===== config.mk =====
export PLATFORM = sky130hd
export DESIGN_NAME = bus_arbiter_hub
export DESIGN_NICKNAME = d
export VERILOG_FILES = /design/src/rtl/arbc_pkg.sv /design/src/rtl/arbc_refresh_pacer.sv /design/src/rtl/arbc_seq.sv /design/src/rtl/arbc_level_latch.sv /design/src/rtl/bus_arbiter_hub.sv
export SDC_FILE = /design/constraint.sdc
export NUM_CORES = 1
export LEC_CHECK = 0
export ABC_AREA = 1
export BUFFER_PORTS_ARGS = -buffer_cell sky130_fd_sc_hd__buf_2
export CORE_ASPECT_RATIO = 0.9
export CORE_MARGIN = 2
export CORE_UTILIZATION = 57
export CTS_BUF_LIST = sky130_fd_sc_hd__clkbuf_16
export CTS_CLUSTER_SIZE = 25
export DETAILED_ROUTE_END_ITERATION = 6
export HOLD_SLACK_MARGIN = 0.06
export PLACE_DENSITY = 0.83
export SYNTH_ARGS = -nofsm -noshare
export SYNTH_HDL_FRONTEND = slang
export SYNTH_SLANG_ARGS = --single-unit

===== constraint.sdc =====
create_clock -name clk -period 2.1 [get_ports clk]
set_input_delay 0.21 -clock clk [delete_from_list [all_inputs] [get_ports clk]]
set_output_delay 0.21 -clock clk [all_outputs]
set_load 0.05 [all_outputs]

===== src/rtl/arbc_pkg.sv =====
`timescale 1ns/1ps
package arbc_pkg;

  typedef enum logic [2:0] {
    ST_GRANT,
    ST_DRAIN,
    ST_ARB,
    ST_REFR,
    ST_HALT
  } arbc_state_e;

  localparam logic [3:0] LVL_NMI  = 4'h0;
  localparam logic [3:0] LVL_IDLE = 4'hF;

  // width that holds every count from 0 to max(a,b,c)-1
  function automatic int unsigned f_cnt_width(int unsigned a, int unsigned b, int unsigned c);
    int unsigned m;
    m = a;
    if (b > m) m = b;
    if (c > m) m = c;
    return (m < 2) ? 1 : $clog2(m);
  endfunction

  // true when a zero-based count sits on the last cycle of a window
  function automatic logic f_is_last(int unsigned cnt, int unsigned len);
    return (cnt + 1) == len;
  endfunction

endpackage


===== src/rtl/arbc_refresh_pacer.sv =====
`timescale 1ns/1ps
module arbc_refresh_pacer #(
  parameter int unsigned PERIOD = 150
) (
  input  logic clk,
  input  logic rst_n,
  input  logic take,
  output logic pend
);
  import arbc_pkg::*;

  localparam int unsigned RW = (PERIOD > 1) ? $clog2(PERIOD) : 1;

  logic [RW-1:0] tick_q;
  logic          pend_q;
  logic          ev_wrap;

  assign ev_wrap = f_is_last(32'(tick_q), PERIOD);

  always_ff @(posedge clk or negedge rst_n) begin
    if (!rst_n) begin
      tick_q <= '0;
      pend_q <= 1'b0;
    end else begin
      tick_q <= ev_wrap ? '0 : tick_q + RW'(1);
      if (ev_wrap)   pend_q <= 1'b1;
      else if (take) pend_q <= 1'b0;
    end
  end

  assign pend = pend_q;

  AST_WRAP_RAISES: assert property (@(posedge clk) disable iff (!rst_n)
    ev_wrap |=> pend_q);
  AST_PEND_HOLDS: assert property (@(posedge clk) disable iff (!rst_n)
    (pend_q && !take) |=> pend_q);

endmodule


===== src/rtl/arbc_seq.sv =====
`timescale 1ns/1ps
module arbc_seq #(
  parameter int unsigned SETTLE_CYC = 4,
  parameter int unsigned TMO_CYC    = 78,
  parameter int unsigned REF_LEN    = 4
) (
  input  logic clk,
  input  logic rst_n,
  input  logic preempt_n,
  input  logic burst_n,
  input  logic ref_pend,
  input  logic err_clr,
  output logic arb_phase,
  output logic in_refresh,
  output logic err,
  output logic ev_sample,
  output logic ref_take
);
  import arbc_pkg::*;

  localparam int unsigned CW = f_cnt_width(SETTLE_CYC, TMO_CYC, REF_LEN);

  arbc_state_e   state_q, state_d;
  logic [CW-1:0] cnt_q;
  logic          err_q;

  // named events for the checks below
  logic ev_start, ev_release, ev_timeout, ev_rdone, ev_clear;

  assign ev_start   = (state_q == ST_GRANT) && (!preempt_n || ref_pend);
  assign ev_release = (state_q == ST_DRAIN) && burst_n;
  assign ev_timeout = (state_q == ST_DRAIN) && !burst_n && f_is_last(32'(cnt_q), TMO_CYC);
  assign ev_sample  = (state_q == ST_ARB)   && f_is_last(32'(cnt_q), SETTLE_CYC);
  assign ev_rdone   = (state_q == ST_REFR)  && f_is_last(32'(cnt_q), REF_LEN);
  assign ev_clear   = (state_q == ST_HALT)  && err_clr;
  assign ref_take   = ev_sample && ref_pend;

  always_comb begin
    state_d = state_q;
    unique case (state_q)
      ST_GRANT: if (ev_start) state_d = burst_n ? ST_ARB : ST_DRAIN;
      ST_DRAIN: begin
        if (ev_release)      state_d = ST_ARB;
        else if (ev_timeout) state_d = ST_HALT;
      end
      ST_ARB:   if (ev_sample) state_d = ref_pend ? ST_REFR : ST_GRANT;
      ST_REFR:  if (ev_rdone)  state_d = ST_ARB;
      ST_HALT:  if (ev_clear)  state_d = ST_ARB;
      default:  state_d = ST_GRANT;
    endcase
  end

  always_ff @(posedge clk or negedge rst_n) begin
    if (!rst_n) begin
      state_q <= ST_GRANT;
      cnt_q   <= '0;
      err_q   <= 1'b0;
    end else begin
      state_q <= state_d;
      if (state_d != state_q) cnt_q <= '0;
      else if (state_q inside {ST_DRAIN, ST_ARB, ST_REFR}) cnt_q <= cnt_q + CW'(1);
      if (ev_timeout)   err_q <= 1'b1;
      else if (err_clr) err_q <= 1'b0;
    end
  end

  assign arb_phase  = (state_q == ST_DRAIN) || (state_q == ST_ARB) || (state_q == ST_HALT);
  assign in_refresh = (state_q == ST_REFR);
  assign err        = err_q;

  AST_PREEMPT_OPENS: assert property (@(posedge clk) disable iff (!rst_n)
    ev_start |=> arb_phase);
  AST_IDLE_KEEPS: assert property (@(posedge clk) disable iff (!rst_n)
    (state_q == ST_GRANT && preempt_n && !ref_pend) |=> !arb_phase);
  AST_SAMPLE_GRANTS: assert property (@(posedge clk) disable iff (!rst_n)
    (ev_sample && !ref_pend) |=> !arb_phase);
  AST_TIMEOUT_FLAGS: assert property (@(posedge clk) disable iff (!rst_n)
    ev_timeout |=> err);
  AST_ERR_HOLDS_ARB: assert property (@(posedge clk) disable iff (!rst_n)
    err |-> arb_phase);
  AST_ERR_STICKY: assert property (@(posedge clk) disable iff (!rst_n)
    (err && !err_clr) |=> err);
  AST_REF_WINS: assert property (@(posedge clk) disable iff (!rst_n)
    ref_take |=> (in_refresh && !arb_phase));

endmodule


===== src/rtl/arbc_level_latch.sv =====
`timescale 1ns/1ps
module arbc_level_latch #(
  parameter int unsigned LW = 4
) (
  input  logic          clk,
  input  logic          rst_n,
  input  logic          load,
  input  logic [LW-1:0] arb_bus,
  output logic [LW-1:0] owner_lvl
);
  logic [LW-1:0] lvl_q;

  always_ff @(posedge clk or negedge rst_n) begin
    if (!rst_n)    lvl_q <= '1;
    else if (load) lvl_q <= arb_bus;
  end

  assign owner_lvl = lvl_q;

  AST_LOAD_TAKES_BUS: assert property (@(posedge clk) disable iff (!rst_n)
    load |=> (owner_lvl == $past(arb_bus)));
  AST_OWNER_STABLE: assert property (@(posedge clk) disable iff (!rst_n)
    !load |=> $stable(owner_lvl));

endmodule


===== src/rtl/bus_arbiter_hub.sv =====
`timescale 1ns/1ps
module bus_arbiter_hub #(
  parameter int unsigned SETTLE_CYC = 4,
  parameter int unsigned TMO_CYC    = 78,
  parameter int unsigned REF_PERIOD = 150,
  parameter int unsigned REF_LEN    = 4
) (
  input  logic       clk,
  input  logic       rst_n,
  input  logic       preempt_n,
  input  logic       burst_n,
  input  logic [3:0] arb_bus,
  input  logic       err_clr,
  output logic       arb_phase,
  output logic [3:0] owner_lvl,
  output logic       refresh_own,
  output logic       bus_err
);
  logic ref_pend;
  logic ref_take;
  logic ev_sample;

  arbc_refresh_pacer #(.PERIOD(REF_PERIOD)) u_pacer (
    .clk  (clk),
    .rst_n(rst_n),
    .take (ref_take),
    .pend (ref_pend)
  );

  arbc_seq #(
    .SETTLE_CYC(SETTLE_CYC),
    .TMO_CYC   (TMO_CYC),
    .REF_LEN   (REF_LEN)
  ) u_seq (
    .clk       (clk),
    .rst_n     (rst_n),
    .preempt_n (preempt_n),
    .burst_n   (burst_n),
    .ref_pend  (ref_pend),
    .err_clr   (err_clr),
    .arb_phase (arb_phase),
    .in_refresh(refresh_own),
    .err       (bus_err),
    .ev_sample (ev_sample),
    .ref_take  (ref_take)
  );

  arbc_level_latch #(.LW(4)) u_latch (
    .clk      (clk),
    .rst_n    (rst_n),
    .load     (ev_sample),
    .arb_bus  (arb_bus),
    .owner_lvl(owner_lvl)
  );

endmodule


Word-level counts from Yosys, hierarchy flattened
Cells that the tools add are included.

Output and inout port bits: 7. Memory bits (writable): 0. Memory bits (read-only): 0. Logic and storage cells: 52. Memories: 0. Bits in latches: 0. Register bits: 24. Bits of input ports: 9.

Div/mod/pow operators: 0. Shift operators: 0. Reductions and logical operators: 18. Order comparisons: 0. Multiply operators: 0. Mux-type cells: 16. Bitwise operators: 0. Add/subtract/negate cells: 4. Equality and inequality tests: 8.

Operator list (count): 32-bit by 3-bit == test with 1-bit output (second input constant) (1); 32-bit by 7-bit == test with 1-bit output (second input constant) (1); 32-bit by 8-bit == test with 1-bit output (second input constant) (1); 3-bit two-way mux (6); 3-bit one-hot mux with 5 select lines (1); 7-bit two-way mux (2); 8-bit by 1-bit adder with 9-bit output (second input constant) (1); 7-bit by 1-bit adder with 8-bit output (second input constant) (1); 8-bit by 1-bit adder with 8-bit output (second input constant) (1); 1-bit logical AND (8); 8-bit two-way mux (1); 7-bit by 1-bit adder with 7-bit output (second input constant) (1); 3-bit by 2-bit == test with 1-bit output (second input constant) (2); 2-bit nonzero test (3); 1-bit two-way mux (4); 2-bit two-way mux (2); 3-bit by 1-bit == test with 1-bit output (second input constant) (1); 3-bit == test (second input constant) (1); 3-bit logical NOT (1); 1-bit logical OR (3); 3-bit inequality test (1); 3-bit nonzero test (1); 1-bit logical NOT (2).

Longest topological paths before layout
Gate-level depths: netlist of run 1.

Depth in word-level cells: 8. Mapped depth: 14. Depth with buffers taken out: 14.

Hierarchy
From an unflattened synthesis of run 1, not the netlist that was laid out.

Cells, all modules: 207. Area total of the unflattened synthesis: 1516.5 µm².

By module, submodules not included: arbc_seq (instances 1, seq. area each 275.3 µm², cells each 128, area each 868.3 µm²); arbc_refresh_pacer (instances 1, seq. area each 225.2 µm², cells each 62, area each 494.2 µm²); arbc_level_latch (instances 1, seq. area each 105.1 µm², cells each 17, area each 153.9 µm²).

Least setup slack after synthesis of run 1
No wires, ideal clock.

Path type: register -> register. Start point: register u_seq.state_q[2]. End point: register u_seq.cnt_q[0]. Buffers on the path: 0. Library setup time: 0.072 ns. Cell stages (with the launch flop): 8. Arrival time: 1.759 ns. Clock period less this slack: 1.831 ns. Path slack: 0.269 ns. Required time: 2.028 ns. Cell sequence: dfrtp_1 -> nor2_1 -> inv_1 -> nor2_1 -> a21oi_2 -> nand4_1 -> nand3_4 -> nor2_1.

Elaborated cells on any way between the ends: 23. Classes of those cells: eq/ne: 5; mux: 8; reduce/logical: 10.

RTL lines: start: declaration (line arbc_seq.sv:23) `arbc_state_e state_q, state_d;`; start signal: assignment (line arbc_seq.sv:59) `state_q <= state_d;`; 3-bit by 2-bit == test with 1-bit output (*); net refresh_own (line bus_arbiter_hub.sv:16) `output logic refresh_own,`; 1-bit logical AND (line arbc_seq.sv:34) `assign ev_rdone = (state_q == ST_REFR) && f_is_last(32'(cnt_q), REF_LEN);`; 3-bit two-way mux (line arbc_seq.sv:47) `ST_REFR: if (ev_rdone) state_d = ST_ARB;`; 3-bit one-hot mux with 5 select lines (line arbc_seq.sv:40) `unique case (state_q)`; 3-bit inequality test (line arbc_seq.sv:60) `if (state_d != state_q) cnt_q <= '0;`; 7-bit two-way mux or 2-bit nonzero test (tied branches); end signal: assignment (line arbc_seq.sv:61) `else if (state_q inside {ST_DRAIN, ST_ARB, ST_REFR}) cnt_q <= cnt_q + CW'(1);`; end: declaration (line arbc_seq.sv:24) `logic [CW-1:0] cnt_q;`.

Mark *: on every way through the listed nets, which the timed path passes. The rest lies on a longest branch. A chain may end at the register's enable or synchronous reset.

Final worst setup path of run 1
Start point: register u_seq.cnt_q[1]. End point: register u_latch.lvl_q[2] (netlist: u_latch.owner_lvl[2]).

Cells in the longest elaborated chain, start to end: 3.

Ends and longest elaborated chain: 7-bit by 1-bit adder with 8-bit output (line arbc_pkg.sv:26) `return (cnt + 1) == len;`; 32-bit by 3-bit == test with 1-bit output (line arbc_pkg.sv:26); 1-bit logical AND (line arbc_seq.sv:33) `assign ev_sample = (state_q == ST_ARB) && f_is_last(32'(cnt_q), SETTLE_CYC);`; end signal: assignment (line arbc_level_latch.sv:15) `else if (load) lvl_q <= arb_bus;`; end: declaration (line arbc_level_latch.sv:11) `logic [LW-1:0] lvl_q;`.

Every way passes these cells.

==> results.cfg, run 1 <==
[worst_setup_path]
critPathCaptureType = register
cp.depth = 10
required_ns = 2.28
regToRegSetupSlack_ns = 0.09
critPathBufInv = 3
r2r-end = u_latch.owner_lvl[2]
critPathTopFamily = simple AND/OR/NAND/NOR gates
worstReg2RegStart = u_seq.cnt_q[1]
crit_type = register to register
cp-start-kind = register
reg2reg_depth = 10
critPathArrivalTime_ns = 2.19
crit_slowest_cell = dfrtp_2
cpPeakStageDelay_ns = 0.44
worstPathMaxFanout = 5
crit_chain = ha_4 -> nand2_4 -> inv_2 -> nor2_4 -> inv_2 -> nor3_4 -> nand2_2 -> buf_4 -> nor2_4 -> mux2_4

[yosys]
synthTopCellsByCount = nand2_1, inv_1, dfrtp_1, nor2_1, nand3_1
synth.distinct_cells = 27
ys_ff_latch = 24
yosysTopAreaCellShare_pct = 35.9
synthesis.nets = 187
synth_flop_cell = dfrtp_1
synth_edf_count = 0
async_flop_share_pct = 100
netlist_instances = 173
yosysSeqAreaShare_pct = 43.4
synth_area_leaders = dfrtp_1, nand2_1, inv_1
postSynthAreaPerCell_sq_um = 8.06
yosysTopAreaCell = dfrtp_1
ys_warn_count = 0
syn_area_sq_mm = 0.00139
synth.most_common_cell = nand2_1

[min_path]
min-delay-path-class = primary input to register
holdPathStages = 2
worstHoldStart = err_clr
min_to = u_seq.state_q[2]

[sta]
min_period_ns = 2.01
hold_slack_ns = 0.175
hold_violations = 0
timing.setup.tns_ns = 0
max_freq_mhz = 498
worst_slew_pin_slew_ns = 0.512
slew_viol_final = 0
worst_slack_ns = 0.0901
setup_violations = 0
relSlewSlack_pct = 65.9
finClkSkew_ns = 0.00281
post-route-period-util_pct = 95.7

[route]
dr.pass1.iters = 4
wl_per_cell_um = 14.3
ant_nets = 0
via_count = 1235
routed_wl_um = 3190
vias_per_cell = 5.54
drtIter0Drc = 48
drcViolationCount = 0

[layout]
diodes = 0
fin_nets = 211
fillerInstances = 156
drive_above_1_share_pct = 30.1
areaGrowthSynthToFinish_pct = 22.3
final_cells = 223

[grt]
antenna_found_initial = 0
grt_pass1_wl_um = 5360
grt_pass1_vias = 1251
grt_overflow = 0
track_usage_pct = 24.3
grt_max_degree = 25

[cts]
clkTransAtPathRegs_ns = 0.06
clock_sinks = 24
h-tree-depth = 1
clk_path_buf_depth = 2
cts_tree = done
insertion_delay_ns = 0.25
numCtsBuffers = 3
root_buffer = clkbuf_16

[die]
fp.dieH_um = 50.9
ios = 16
die-area_sq_mm = 0.00286
fp.dieW_um = 56.1
initial_core_util_pct = 62.2
core_sq_mm = 0.00224
placementRows = 16

[run]
cap_viol_max_count = 0

[pwr]
p_leak_uw = 0.000893
p_per_area_mw_per_mm2 = 1220
p_sw_uw = 953
vdd.ir_drop.worst_mv = 0.955
internal-power_uw = 1120
switching_share_pct = 46.0
pwr-share-comb_pct = 48.6
power.share.clock_pct = 19.4
seqPwrFrac_pct = 31.9

[placement]
dp_hpwl_um = 2240
place_inst = 216
portBuffers = 15
routabilityCongestion = 0.948
place_ws_ns = 0.0474

[status]
status = completed
-- flip-flops by register name, summed over array words and instances, names as in the netlist --
register           cells
u_pacer.tick_q         8
u_seq.cnt_q            7
u_latch.owner_lvl      4
u_seq.state_q          3
u_pacer.pend           1
u_seq.err              1
-- cells by family after synthesis --
kind of cell / after synthesis / share of synthesized area (%)
mux: 4 / 3.23
compound gates: 13 / 5.84
simple gates: 90 / 30.9
fa+ha+maj: 5 / 4.49
flops: 24 / 43.4
xor+xnor: 6 / 3.77
buf+inv: 31 / 8.35
-- how the worst max path moves through the flow --
stage	end	start
6_report	u_latch.owner_lvl[2]	u_seq.cnt_q[1]
5_1_grt	u_latch.owner_lvl[1]	u_seq.cnt_q[1]
2_1_floorplan	u_seq.cnt_q[0]	u_seq.state_q[2]
3_5_place_dp	u_latch.owner_lvl[2]	u_seq.cnt_q[1]
3_3_place_gp	u_latch.owner_lvl[3]	u_seq.cnt_q[1]
4_1_cts	u_latch.owner_lvl[2]	u_seq.cnt_q[1]
-- power groups by stage --
stage	Sequential (uW)	Combinational [uW]	Clock, uW
floorplan	682	635	0
global placement	644	829	0
detailed placement	652	871	0
CTS	647	891	411
global route	670	1130	435
finish	662	1010	403
-- worst register-to-register path: stages (launching register included) --
cell     delay (ns)
dfrtp_2        0.44
ha_4           0.19
nand2_4        0.07
inv_2          0.05
nor2_4         0.10
inv_2          0.05
nor3_4         0.23
nand2_2        0.09
buf_4          0.15
nor2_4         0.22
mux2_4         0.33
-- layer usage --
metal  track usage [%]  share of wire (%)  routed length [um]
met2              47.1                 54                1730
met5                 0                  0                   0
met1              27.1                 39                1260
met3              4.30                4.5                 143
met4              7.54                2.0                  63
-- area by class of cell --
class	count	area [sq um]	area share [%]
multi-input combinational	118	761	44.6
sequential	24	607	35.6
tap	27	33.8	1.98
clock buffer	3	75.1	4.41
inverter	31	116	6.83
timing repair buffer	19	108	6.31
clock inverter	1	3.75	0.220
-- metrics by stage --
step | area (sq um) | power [uW] | utilization (%)
CTS | 1600 | 1950 | 71.3
global placement | 1510 | 1470 | 67.4
detailed placement | 1510 | 1520 | 67.4
global route | 1700 | 2230 | 76.0
floorplan | 1390 | 1320 | -
finish | 1700 | 2070 | 76.0
-- placed cells by master (no fill, tap or decap), drive strengths merged, types with 2 or more instances in the layout --
master,netlist,routed
dfrtp,20,20
buf,0,18
clkbuf,0,3
inv,31,32
nor3,2,2
xor2,5,5
nand4,3,3
ha,5,5
nand2,42,42
dfstp,4,4
mux2,4,4
o21ai,8,8
nor2,23,23
nand3,18,18
-- repair_timing --
action / CTS / global route
setup buffers: 0 / 2
endpoints found under the setup margin: 0 / 11
hold buffers: 1 / 0
resized for setup: 0 / 25
endpoints found under the hold margin: 20 / 0
Power figures use the tool's default switching activity.
==> inputs of run 2 (changes only) <==
CORE_UTILIZATION = 58   (was 57)
CTS_CLUSTER_SIZE = 10   (was 25)
PLACE_DENSITY = 0.84   (was 0.83)
SYNTH_HIERARCHICAL = 1   (was not set)
==> results.cfg, run 2 <==
[status]
status = completed

[grt]
grt_pass1_wl_um = 5070
grt_overflow = 0
track_usage_pct = 21.7
grt_pass1_vias = 1238
grt_max_degree = 25
antenna_found_initial = 0

[layout]
final_cell_mix = nand2_1, inv_1, nor2_1
final_common_cell = nand2_1
fin_util_pct = 70.5
areaGrowthSynthToFinish_pct = 14.7
fin_nets = 244
drive_above_1_share_pct = 22.7
multi_input_area_sq_um = 788
top_register = u_pacer/tick_q
final_cell_area_sq_mm = 0.00174
largest_reg_flops = 8
fillerInstances = 195
diodes = 0
regArea_sq_um = 606

[pwr]
internal-power_uw = 1140
vdd.ir_drop.worst_mv = 0.993
power.share.clock_pct = 19.5
p_per_area_mw_per_mm2 = 1180
design_power_total_uw = 2040
p_sw_uw = 904
switching_share_pct = 44.2
pwr-share-comb_pct = 47.4
seqPwrFrac_pct = 33.0
p_leak_uw = 0.000850

[cts]
root_buffer = clkbuf_16
clkTransAtPathRegs_ns = 0.06
post-cts-setup-buffers = 0
numCtsBuffers = 3
clk_path_buf_depth = 2
insertion_delay_ns = 0.25
cts_tree = done
h-tree-depth = 1
clock_sinks = 24

[yosys]
synth_flop_cell = dfrtp_1
synth.most_common_cell = nand2_1
async_flop_share_pct = 100
netlist_instances = 207
synth.distinct_cells = 22
synth_area_leaders = dfrtp_1, nand2_1, inv_1
synth_edf_count = 0
yosysTopAreaCellShare_pct = 33.0
synthesis.nets = 221
postSynthAreaPerCell_sq_um = 7.33
yosysSeqAreaShare_pct = 39.9
syn_area_sq_mm = 0.00152
synthTopCellsByCount = nand2_1, inv_1, nor2_1
yosysTopAreaCell = dfrtp_1
ys_ff_latch = 24
ys_warn_count = 6

[sta]
timing.setup.tns_ns = 0
max_freq_mhz = 533
worst_slew_pin_slew_ns = 0.503
slew_viol_final = 0
finClkSkew_ns = 0.00242
hold_violations = 0
setup_violations = 0
hold_slack_ns = 0.142
grt_setup_unrepaired = false
min_period_ns = 1.88
relSlewSlack_pct = 66.5
post-route-period-util_pct = 89.3

[placement]
placed_cell_area_sq_mm = 0.00165
dp_hpwl_um = 2170
routabilityCongestion = 0.848
portBuffers = 15

[worst_setup_path]
crit_type = register to register
critPathCaptureType = register
critPathArrivalTime_ns = 2.06
required_ns = 2.28
cp-start-kind = register
worstPathMaxFanout = 7

[route]
dr_wl_met3_um = 86
m1WireLength_um = 1390
drtIter0Drc = 64
drcViolationCount = 0
dr.pass1.iters = 4
dr_wl_met2_um = 1360
top_layer_used = met4
vias_per_cell = 5.16
routed_wl_um = 2870
via_count = 1325
ant_nets = 0
wl_per_cell_um = 11.2

[die]
initial_core_util_pct = 61.5
core_sq_mm = 0.00247
die-area_sq_mm = 0.00304
fp.dieH_um = 52.5
placementRows = 17
fp.dieW_um = 57.9
ios = 16

[min_path]
min-delay-path-class = primary input to register

[run]
cap_viol_max_count = 0
[run 2: worst max-delay path, cell delays in order, from the launching register on]
cell and delay [ns]:
dfrtp_1 0.38, ha_1 0.25, nand2_2 0.11, inv_1 0.06, nor2_2 0.12, nand2_1 0.06
nor2_1 0.10, nand2_1 0.05, nor2_1 0.11, nand3_1 0.15, nand4_1 0.18, nand3_4 0.13
nor2_1 0.11
[run 2: repair_timing]
| item | CTS | global route |
|---|---|---|
| hold buffers | 1 | 0 |
| gates resized for setup | 0 | 2 |
| endpoints found under the setup margin | 0 | 11 |
| hold endpoints to repair | 20 | 0 |
[run 2: layer usage]
| layer | vias up | track usage [%] |
|---|---|---|
| met2 | 29 | 37.1 |
| met3 | 4 | 2.22 |
| met1 | 601 | 28.7 |
| met4 | 0 | 7.75 |
| met5 | - | 0 |
| li1 | 691 | - |
[run 2: final cells by class]
class | instances | area share (%)
clock buffers | 3 | 4.32
clock inverters | 1 | 0.216
inverters | 33 | 7.12
multi-input cells | 149 | 45.3
flip-flops and latches | 24 | 34.8
well taps | 28 | 2.01
repair buffers | 19 | 6.19
[run 2: stage by stage]
step                cells  setup WS (ns)
floorplan             207          0.309
global placement      252          0.224
detailed placement    252          0.216
CTS                   257          0.167
global route          257         0.0217
finish                257          0.225
[run 2: worst paths after layout]
path / from / endpoint / cells past startpoint / slack, ns
min reg2reg: u_latch/owner_lvl[2] / u_latch/owner_lvl[2] / 2 / 0.46
min in group asynchronous: rst_n / u_pacer/tick_q[0] / 2 / 0.45
max reg2reg: u_seq/cnt_q[0] / u_seq/cnt_q[1] / 12 / 0.22
max in group asynchronous: rst_n / u_latch/owner_lvl[1] / 2 / 1.29
max: u_seq/cnt_q[0] / u_seq/cnt_q[1] / 12 / 0.22
min: arb_bus[2] / u_latch/owner_lvl[2] / 3 / 0.14
[run 2: power by group through the flow]
| stage | clock network, uW | logic, uW | registers (uW) |
|---|---|---|---|
| finish | 400 | 969 | 675 |
| detailed placement | 0 | 961 | 680 |
| CTS | 410 | 967 | 675 |
| global route | 430 | 1080 | 694 |
| floorplan | 0 | 657 | 762 |
| global placement | 0 | 949 | 682 |
[run 2: kinds of logic (layout without fill, tap and decap cells)]
logic type	after synthesis	count (layout)	share of synthesized area (%)
AO/OA/AOI/OAI	19	19	7.92
XOR/XNOR	1	1	0.578
adder cells (fa/ha/maj)	5	5	4.13
buffers and inverters	34	56	8.42
flip-flops	24	24	39.9
AND/OR/NAND/NOR	124	124	39.0
==> inputs of run 3 (changes only) <==
CORE_MARGIN = 5   (was 2)
==> results.cfg, run 3 (synthesis results as in run 2) <==
[status]
status = completed

[worst_setup_path]
regToRegSetupSlack_ns = 0.07
critPathBufInv = 1
critPathCaptureType = register
critPathArrivalTime_ns = 2.17
worstPathMaxFanout = 7
reg2reg_depth = 13
endpoint = u_seq/cnt_q[0]
cp-start-kind = register
crit_chain = ha_1 -> nand2_2 -> inv_1 -> nor2_2 -> nand2_1 -> nor2_1 -> nand2_1 -> nor2_1 -> nand3_2 -> nand3_2 -> nand2_2 -> nand3_4 -> nor2_1
crit_slowest_cell = dfrtp_2
r2r-end = u_seq/cnt_q[0]
critPathLaunch = u_seq/cnt_q[1]
cpPeakStageDelay_ns = 0.45
required_ns = 2.24
crit_type = register to register
critPathTopFamily = simple AND/OR/NAND/NOR gates
worstReg2RegStart = u_seq/cnt_q[1]
cp.depth = 13
crit_path_frequent_cell = nor2_1

[sta]
post-route-period-util_pct = 96.7
relSlewSlack_pct = 66.1
worst_slew_pin_slew_ns = 0.509
finClkSkew_ns = 0.00374
setup_violations = 0
min_period_ns = 2.03
slew_viol_final = 0
hold_violations = 0
max_freq_mhz = 493

[grt]
grt_pass1_wl_um = 5000
track_usage_pct = 16.6
grt_pass1_vias = 1147
grt_max_degree = 25
grt_overflow = 0
antenna_found_initial = 0

[cts]
clkTransAtPathRegs_ns = 0.06
clock_sinks = 24
insertion_delay_ns = 0.26
post-cts-setup-buffers = 0
clk_path_buf_depth = 2
h-tree-depth = 1
cts_tree = done
numCtsBuffers = 3
root_buffer = clkbuf_16

[layout]
regArea_sq_um = 607
top_register = u_pacer/tick_q
final_cells = 256
areaGrowthSynthToFinish_pct = 14.6
drive_above_1_share_pct = 23.2
final_common_cell = nand2_1
fin_nets = 243
diodes = 0
largest_reg_flops = 8
fillerInstances = 200
final_cell_area_sq_mm = 0.00174
multi_input_area_sq_um = 793
final_cell_mix = nand2_1, inv_1, nor2_1

[placement]
dp_hpwl_um = 2280
placed_cell_area_sq_mm = 0.00164
routabilityCongestion = 0.880
portBuffers = 15
place_inst = 251

[route]
ant_nets = 0
routed_wl_um = 3050
vias_per_cell = 5.12
drtIter0Drc = 92
drcViolationCount = 0
dr.pass1.iters = 5
via_count = 1311
wl_per_cell_um = 11.9

[die]
initial_core_util_pct = 60.9
fp.dieH_um = 58.5
placementRows = 17
core_sq_mm = 0.00249
die-area_sq_mm = 0.00374
fp.dieW_um = 63.9
ios = 16

[pwr]
vdd.ir_drop.worst_mv = 0.941
p_per_area_mw_per_mm2 = 1180
p_leak_uw = 0.000843

[min_path]
min-delay-path-class = primary input to register

[run]
cap_viol_max_count = 0
-- run 3: power breakdown --
part	internal, uW	switching, uW
clock network	254	152
registers	583	106
logic	294	664
total	1130	923
-- run 3: what timing repair did --
item / 4_1_cts / 5_1_grt
hold buffers: 1 / 0
endpoints found under the setup margin: 0 / 11
resized for setup: 0 / 4
endpoints found under the hold margin: 20 / 0
-- run 3: routing by layer --
metal / global-route usage, % / wire (um) / vias up
met5: 0 / 0 / -
met4: 7.12 / 53 / 0
met3: 1.72 / 134 / 5
met2: 26.8 / 1470 / 31
met1: 22.7 / 1390 / 591
li1: - / - / 684
-- run 3: layout make-up --
class	count	area share, %
well taps	28	2.02
clock inverters	1	0.216
inverters	33	7.13
clock buffers	3	4.32
flip-flops and latches	24	34.9
multi-input cells	149	45.6
repair buffers	18	5.76
-- run 3: tightest hold or removal path, delay by kind of cell --
family / cells / cell delay [ns]
AND/OR/NAND/NOR: 2 / 0.08
buffers and inverters: 1 / 0.09
-- run 3: how the worst min path moves through the flow --
stage               startpoint                   end  cells past startpoint
floorplan                rst_n          u_pacer/pend                      0
global placement         rst_n     u_pacer/tick_q[1]                      1
detailed placement       rst_n     u_pacer/tick_q[1]                      1
CTS                 arb_bus[2]  u_latch/owner_lvl[2]                      3
global route        arb_bus[2]  u_latch/owner_lvl[2]                      3
finish              arb_bus[2]  u_latch/owner_lvl[2]                      3
-- run 3: through the flow --
step                power, uW  setup TNS [ns]  hold slack, ns  utilization, %  worst slack [ns]
floorplan                1420               0         -0.0856               -             0.309
global placement         1620               0           0.207            65.8             0.142
detailed placement       1630               0           0.207            65.8            0.0466
CTS                      2040               0           0.139            69.4            0.0240
global route             2200          -0.449           0.142            69.8           -0.0734
finish                   2050               0           0.139            69.8            0.0700
